File: src/rtl/irq_gate_pkg.sv
package irq_gate_pkg;

  typedef enum logic [2:0] {
    CMD_NONE,
    CMD_EXT_ON,
    CMD_EXT_OFF,
    CMD_TMR_ON,
    CMD_TMR_OFF
  } irq_cmd_e;

  localparam logic SRC_EXT = 1'b0;
  localparam logic SRC_TMR = 1'b1;

  // sticky flag: a fresh overflow wins over a read that clears
  function automatic logic flag_next(input logic cur, input logic ovf, input logic rd);
    return ovf | (cur & ~rd);
  endfunction

  // pending request: disable beats set, set beats acknowledge
  function automatic logic pend_next(input logic cur, input logic set_en,
                                     input logic dis, input logic ack);
    logic nxt;
    if (dis)         nxt = 1'b0;
    else if (set_en) nxt = 1'b1;
    else if (ack)    nxt = 1'b0;
    else             nxt = cur;
    return nxt;
  endfunction

endpackage

File: src/rtl/irq_opdec.sv
module irq_opdec
  import irq_gate_pkg::*;
#(
  parameter int unsigned OP_W = 8,
  parameter logic [OP_W-1:0] OP_EXT_ON  = 8'h05,
  parameter logic [OP_W-1:0] OP_EXT_OFF = 8'h15,
  parameter logic [OP_W-1:0] OP_TMR_ON  = 8'h25,
  parameter logic [OP_W-1:0] OP_TMR_OFF = 8'h35
) (
  input  logic            clk,
  input  logic            rst_n,
  input  logic            op_valid,
  input  logic [OP_W-1:0] op_byte,
  output logic            ext_en,
  output logic            tmr_en,
  output logic            tmr_dis_evt
);

  irq_cmd_e cmd;

  always_comb begin
    cmd = CMD_NONE;
    if (op_valid) begin
      if (op_byte == OP_EXT_ON)       cmd = CMD_EXT_ON;
      else if (op_byte == OP_EXT_OFF) cmd = CMD_EXT_OFF;
      else if (op_byte == OP_TMR_ON)  cmd = CMD_TMR_ON;
      else if (op_byte == OP_TMR_OFF) cmd = CMD_TMR_OFF;
    end
  end

  assign tmr_dis_evt = (cmd == CMD_TMR_OFF);

  always_ff @(posedge clk or negedge rst_n) begin
    if (!rst_n) begin
      ext_en <= 1'b0;
      tmr_en <= 1'b0;
    end else begin
      case (cmd)
        CMD_EXT_ON:  ext_en <= 1'b1;
        CMD_EXT_OFF: ext_en <= 1'b0;
        CMD_TMR_ON:  tmr_en <= 1'b1;
        CMD_TMR_OFF: tmr_en <= 1'b0;
        default: ;
      endcase
    end
  end

endmodule

File: src/rtl/irq_pin_sync.sv
module irq_pin_sync #(
  parameter int unsigned STAGES = 2
) (
  input  logic clk,
  input  logic rst_n,
  input  logic pin_n,
  output logic level
);

  logic [STAGES-1:0] sh;

  genvar g;
  generate
    for (g = 0; g < STAGES; g++) begin : g_stage
      if (g == 0) begin : g_first
        always_ff @(posedge clk or negedge rst_n) begin
          if (!rst_n) sh[0] <= 1'b0;
          else        sh[0] <= ~pin_n;
        end
      end else begin : g_rest
        always_ff @(posedge clk or negedge rst_n) begin
          if (!rst_n) sh[g] <= 1'b0;
          else        sh[g] <= sh[g-1];
        end
      end
    end
  endgenerate

  assign level = sh[STAGES-1];

endmodule

File: src/rtl/irq_tmr_track.sv
module irq_tmr_track
  import irq_gate_pkg::*;
(
  input  logic clk,
  input  logic rst_n,
  input  logic ovf,
  input  logic tmr_en,
  input  logic dis_evt,
  input  logic flag_rd,
  input  logic ack_tmr,
  output logic pend,
  output logic flag
);

  logic set_en;
  assign set_en = ovf & tmr_en;

  always_ff @(posedge clk or negedge rst_n) begin
    if (!rst_n) begin
      pend <= 1'b0;
      flag <= 1'b0;
    end else begin
      pend <= pend_next(pend, set_en, dis_evt, ack_tmr);
      flag <= flag_next(flag, ovf, flag_rd);
    end
  end

endmodule

File: src/rtl/irq_arb.sv
module irq_arb
  import irq_gate_pkg::*;
(
  input  logic ext_active,
  input  logic tmr_pend,
  output logic req,
  output logic src
);

  always_comb begin
    req = ext_active | tmr_pend;
    src = ext_active ? SRC_EXT : SRC_TMR;
  end

endmodule

File: src/rtl/irq_gate.sv
module irq_gate
  import irq_gate_pkg::*;
#(
  parameter int unsigned OP_W = 8,
  parameter int unsigned SYNC_STAGES = 2,
  parameter logic [OP_W-1:0] OP_EXT_ON  = 8'h05,
  parameter logic [OP_W-1:0] OP_EXT_OFF = 8'h15,
  parameter logic [OP_W-1:0] OP_TMR_ON  = 8'h25,
  parameter logic [OP_W-1:0] OP_TMR_OFF = 8'h35
) (
  input  logic            clk,
  input  logic            rst_n,
  input  logic            op_valid,
  input  logic [OP_W-1:0] op_byte,
  input  logic            ext_irq_n,
  input  logic            tmr_ovf,
  input  logic            flag_rd,
  input  logic            int_ack,
  output logic            int_req,
  output logic            int_src,
  output logic            tmr_flag
);

  // named internal events, visible to the bound checker
  logic ext_en_q;
  logic tmr_en_q;
  logic tmr_dis_evt;
  logic ext_lvl;
  logic ext_active;
  logic tmr_pend_q;
  logic ack_tmr_evt;

  irq_opdec #(
    .OP_W(OP_W), .OP_EXT_ON(OP_EXT_ON), .OP_EXT_OFF(OP_EXT_OFF),
    .OP_TMR_ON(OP_TMR_ON), .OP_TMR_OFF(OP_TMR_OFF)
  ) u_dec (
    .clk(clk), .rst_n(rst_n), .op_valid(op_valid), .op_byte(op_byte),
    .ext_en(ext_en_q), .tmr_en(tmr_en_q), .tmr_dis_evt(tmr_dis_evt)
  );

  irq_pin_sync #(.STAGES(SYNC_STAGES)) u_sync (
    .clk(clk), .rst_n(rst_n), .pin_n(ext_irq_n), .level(ext_lvl)
  );

  assign ext_active  = ext_en_q & ext_lvl;
  assign ack_tmr_evt = int_ack & int_req & (int_src == SRC_TMR);

  irq_tmr_track u_tmr (
    .clk(clk), .rst_n(rst_n), .ovf(tmr_ovf), .tmr_en(tmr_en_q),
    .dis_evt(tmr_dis_evt), .flag_rd(flag_rd), .ack_tmr(ack_tmr_evt),
    .pend(tmr_pend_q), .flag(tmr_flag)
  );

  irq_arb u_arb (
    .ext_active(ext_active), .tmr_pend(tmr_pend_q),
    .req(int_req), .src(int_src)
  );

endmodule

File: config.mk
export PLATFORM = sky130hd
export DESIGN_NAME = irq_gate
export DESIGN_NICKNAME = d
export VERILOG_FILES = /design/src/rtl/irq_gate_pkg.sv /design/src/rtl/irq_opdec.sv /design/src/rtl/irq_pin_sync.sv /design/src/rtl/irq_tmr_track.sv /design/src/rtl/irq_arb.sv /design/src/rtl/irq_gate.sv
export SDC_FILE = /design/constraint.sdc
export NUM_CORES = 1
export LEC_CHECK = 0
export BUFFER_PORTS_ARGS = -buffer_cell sky130_fd_sc_hd__buf_2
export CORE_AREA = 5 5 42 44
export CTS_BUF_LIST = sky130_fd_sc_hd__clkbuf_16
export CTS_CLUSTER_SIZE = 12
export DETAILED_ROUTE_END_ITERATION = 16
export DIE_AREA = 0 0 47 49
export GPL_TIMING_DRIVEN = 1
export PLACE_DENSITY = 0.52
export SLEW_MARGIN = 30
export SYNTH_ARGS = -nofsm -noshare
export SYNTH_HDL_FRONTEND = slang
export SYNTH_SLANG_ARGS = --single-unit
export TNS_END_PERCENT = 10
File: constraint.sdc
create_clock -name clk -period 2.45 [get_ports clk]
set_clock_uncertainty 0.2 [all_clocks]
set_input_delay 0.245 -clock clk [delete_from_list [all_inputs] [get_ports clk]]
set_output_delay 0.245 -clock clk [all_outputs]
set_load 0.01 [all_outputs]
==> PnR_summary.wiki <==
{| class="wikitable"
! Metric !! Value
|-
| HPWL Detailed || 506 µm
|-
| Overall routed net length || around 590 µm
|-
| Peak supply drop || 0.362 mV
|-
| DRC violation count after routing || 0
|-
| Number of I/O pins || 18
|-
| Number of synthesized register bits || 6
|-
| Result of the run || completed
|-
| Static Leakage || roughly 0.23 nW
|-
| Worst stage delay on the critical path || 370 ps
|-
| Maximum number of pins on one net before global-route repair || 7
|-
| Die Wd || ~47 µm
|-
| Cells along the critical path || nand2_1 > nand2b_1 > buf_2
|-
| Cells on Worst Hold Path || 2
|-
| Ratio of cells with drive above 1 in the final layout || between 50% and 60%
|-
| Core region area || 1400 µm²
|-
| Highest attainable clock frequency || 754 MHz
|-
| CP required || about 2000 ps
|-
| Total of endpoints with negative setup slack in the final report || 0
|-
| Post-CTS Resized || 0
|-
| Compound-Gate Fraction of Synth Area || 19.3%
|-
| Number of distinct library cell variants in the gate-level netlist after synthesis || 13
|-
| Post-route setup TNS || 0 ps
|-
| Ant. Diodes || 0
|-
| Count of cells along the worst register-to-register path || 3
|-
| Adder-cell share of the synthesized area || 0%
|-
| Clk slew on worst S/H paths || 30 ps
|-
| Count of clock tree sinks || 6
|-
| CP max stage cell || dfrtp_1
|-
| Iteration-0 DRC Markers || 3
|-
| Height of the die || 49 µm
|-
| Maximum count of clock buffers along a single path || 2
|-
| Input/output buffers || 17
|-
| Shortest period the worst path allows || 1330 ps
|-
| Number of search-and-repair iterations in the first detailed-routing pass || 4
|-
| Area fraction in and, or, nand and nor cells after synthesis || between 15 and 20%
|-
| Top delay family on crit path || flip-flops
|-
| Final hold vios || 0
|-
| Area of the die || around 2300 µm²
|-
| Slew @ Worst Pin || 196 ps
|-
| Path type of the worst min-delay path || primary input to flop
|-
| Fin. max-slew vios || 0
|-
| Largest area contributor in the netlist || dfrtp_1
|-
| Initial antenna violation count || 0
|-
| Synth Instances || 22
|-
| Share of the synthesized area in the top cell type || 58.0%
|-
| Sequential fraction of the synthesis area || 58.0%
|-
| Unrepaired setup endpoints after global routing || no
|-
| Via density per instance || 4.02
|-
| Initial core utilization || about 18%
|-
| Layout Area Growth over Synthesis || 77.3%
|-
| Proportion of register bits with asynchronous set or reset after synthesis || 100%
|-
| Crit path kind || flop to output pin
|-
| Kind of end point of the critical path || output pin
|-
| Prevailing post-synth register cell || dfrtp_1
|-
| CTS tree || built
|-
| Xor/xnor share of the synthesized area || 0%
|-
| Clock latency at the later pin of the worst-skew pair || 220 ps
|-
| Final-stage net count || 61
|-
| Final worst path period share || between 50% and 60%
|-
| Average routed wire per standard cell || just under 10 µm
|-
| Crit-path max FO || 3
|-
| Number of cells on the critical path || 3
|-
| Syn nets || 37
|-
| Mux share of post-synthesis cell area || 0%
|-
| Commonest cells in the synthesized netlist || dfrtp_1 (6), inv_1 (2), nand2_1 (2), o21ai_0 (2), o31ai_1 (2)
|-
| Remaining antenna violation count after routing || 0
|-
| Routed via count || 241
|-
| Number of buffers created by CTS || 3
|-
| First-pass GRT wire length || ~940 µm
|-
| Cell types with the largest area share after synthesis || dfrtp_1 (58%), o31ai_1 (5.8%), or4b_4 (5.3%), or4bb_1 (4.3%), a21bo_2 (3.9%)
|-
| Yosys warnings || 0
|-
| Count of buffer and inverter cells on the critical path || 1
|-
| Clock root buffer master || clkbuf_16
|-
| Remaining global-route overflow || 0
|-
| Sum of internal, switching and leakage power || 0.000402 W
|-
| Count of max-cap constraint violations || 0
|-
| Avg Synthesized Cell Area || 11.8 µm²
|-
| Maximum level of the CTS H-tree || 1
|-
| Number of cell rows || 14
|-
| Data arrival time at the worst-slack endpoint || 880 ps
|-
| Post-synth EDFFs || 0
|-
| Combinational family with the most area after synthesis || simple AND/OR/NAND/NOR gates
|-
| Total global routing track utilization || 6.03%
|-
| Worst slew margin || between 80% and 90%
|-
| Netlist area before placement || 259 µm²
|-
| Final GP Congestion || 0.677
|-
| Most instantiated library cell after synthesis || dfrtp_1
|-
| Number of global-route vias before repair || 244
|-
| Startpoint types || flop
|-
| Power per Cell Area || 875 nW/µm²
|}
-- cell families (layout without fill, tap and decap cells) --
family          after synthesis  count (layout)
compound gates                7               7
flops                         6               6
simple gates                  7               7
buf+inv                       2              24
-- cell usage in the layout, fill, tap and decap left out, types with 2 or more instances in the layout --
master         Yosys  routed
buf_2              0      17
clkbuf_16          0       3
dfrtp_1            6       6
dlygate4sd3_1      0       2
inv_1              2       2
nand2_1            2       2
o21ai_0            2       2
o31ai_1            2       2
-- final cells by class --
cell class	instances	area, µm²
fill	155	942
sequential	6	150
timing repair buffer	19	105
multi-input combinational	14	101
clock buffer	3	75.1
tap	16	20.0
inverter	2	7.51
-- flip-flops by register name, summed over array words and instances (netlist names) --
signal / flops
u_dec.ext_en: 1
u_dec.tmr_en: 1
u_sync.level: 1
u_sync.sh: 1
u_tmr.flag: 1
u_tmr.pend: 1
-- layer usage --
metal	global-route usage, %	vias up	wire length (µm)
li1	-	124	-
met4	4.15	0	0
met3	4.43	0	89
met2	8.37	13	280
met5	0	-	0
met1	6.08	104	216
-- path summary, 6_finish.rpt --
check,from,endpoint,slack [ps]
min in group asynchronous,rst_n,u_dec.ext_en$_DFFE_PN0P_,170
worst max-delay path,u_dec.ext_en$_DFFE_PN0P_,int_req,1120
worst max register to register,u_dec.ext_en$_DFFE_PN0P_,u_tmr.pend$_DFFE_PN0P_,1360
max in group asynchronous,rst_n,u_sync.level$_DFF_PN0_,1730
worst min register to register,u_sync.sh[0]$_DFF_PN0_,u_sync.level$_DFF_PN0_,140
worst min-delay path,tmr_ovf,u_tmr.flag$_DFF_PN0_,30
-- stage by stage --
step / util, % / setup slack [ps] / hold slack (ps) / cells / instance area (µm²)
after floorplan: - / 1100 / -251 / 22 / 259
after detailed placement: 26.0 / 963 / -123 / 55 / 364
after CTS: 32.8 / 1100 / 33.7 / 60 / 459
after global routing: 32.8 / 1060 / 42.5 / 60 / 459
final: 32.8 / 1120 / 31.1 / 60 / 459
after global placement: 26.0 / 974 / -124 / 55 / 364
-- power by group --
part           leakage, nW  internal (W)  switching [W]
Clock               0.0370      0.000209      0.0000500
Combinational        0.118     0.0000197      0.0000139
Sequential          0.0750      0.000107     0.00000273
Total                0.230      0.000335      0.0000666
-- what timing repair did --
action,in CTS,in global routing
endpoints found under the hold margin,7,0
buffers inserted,0,0
hold buffers,2,0
No activity file was read; power rests on OpenSTA's default activity.
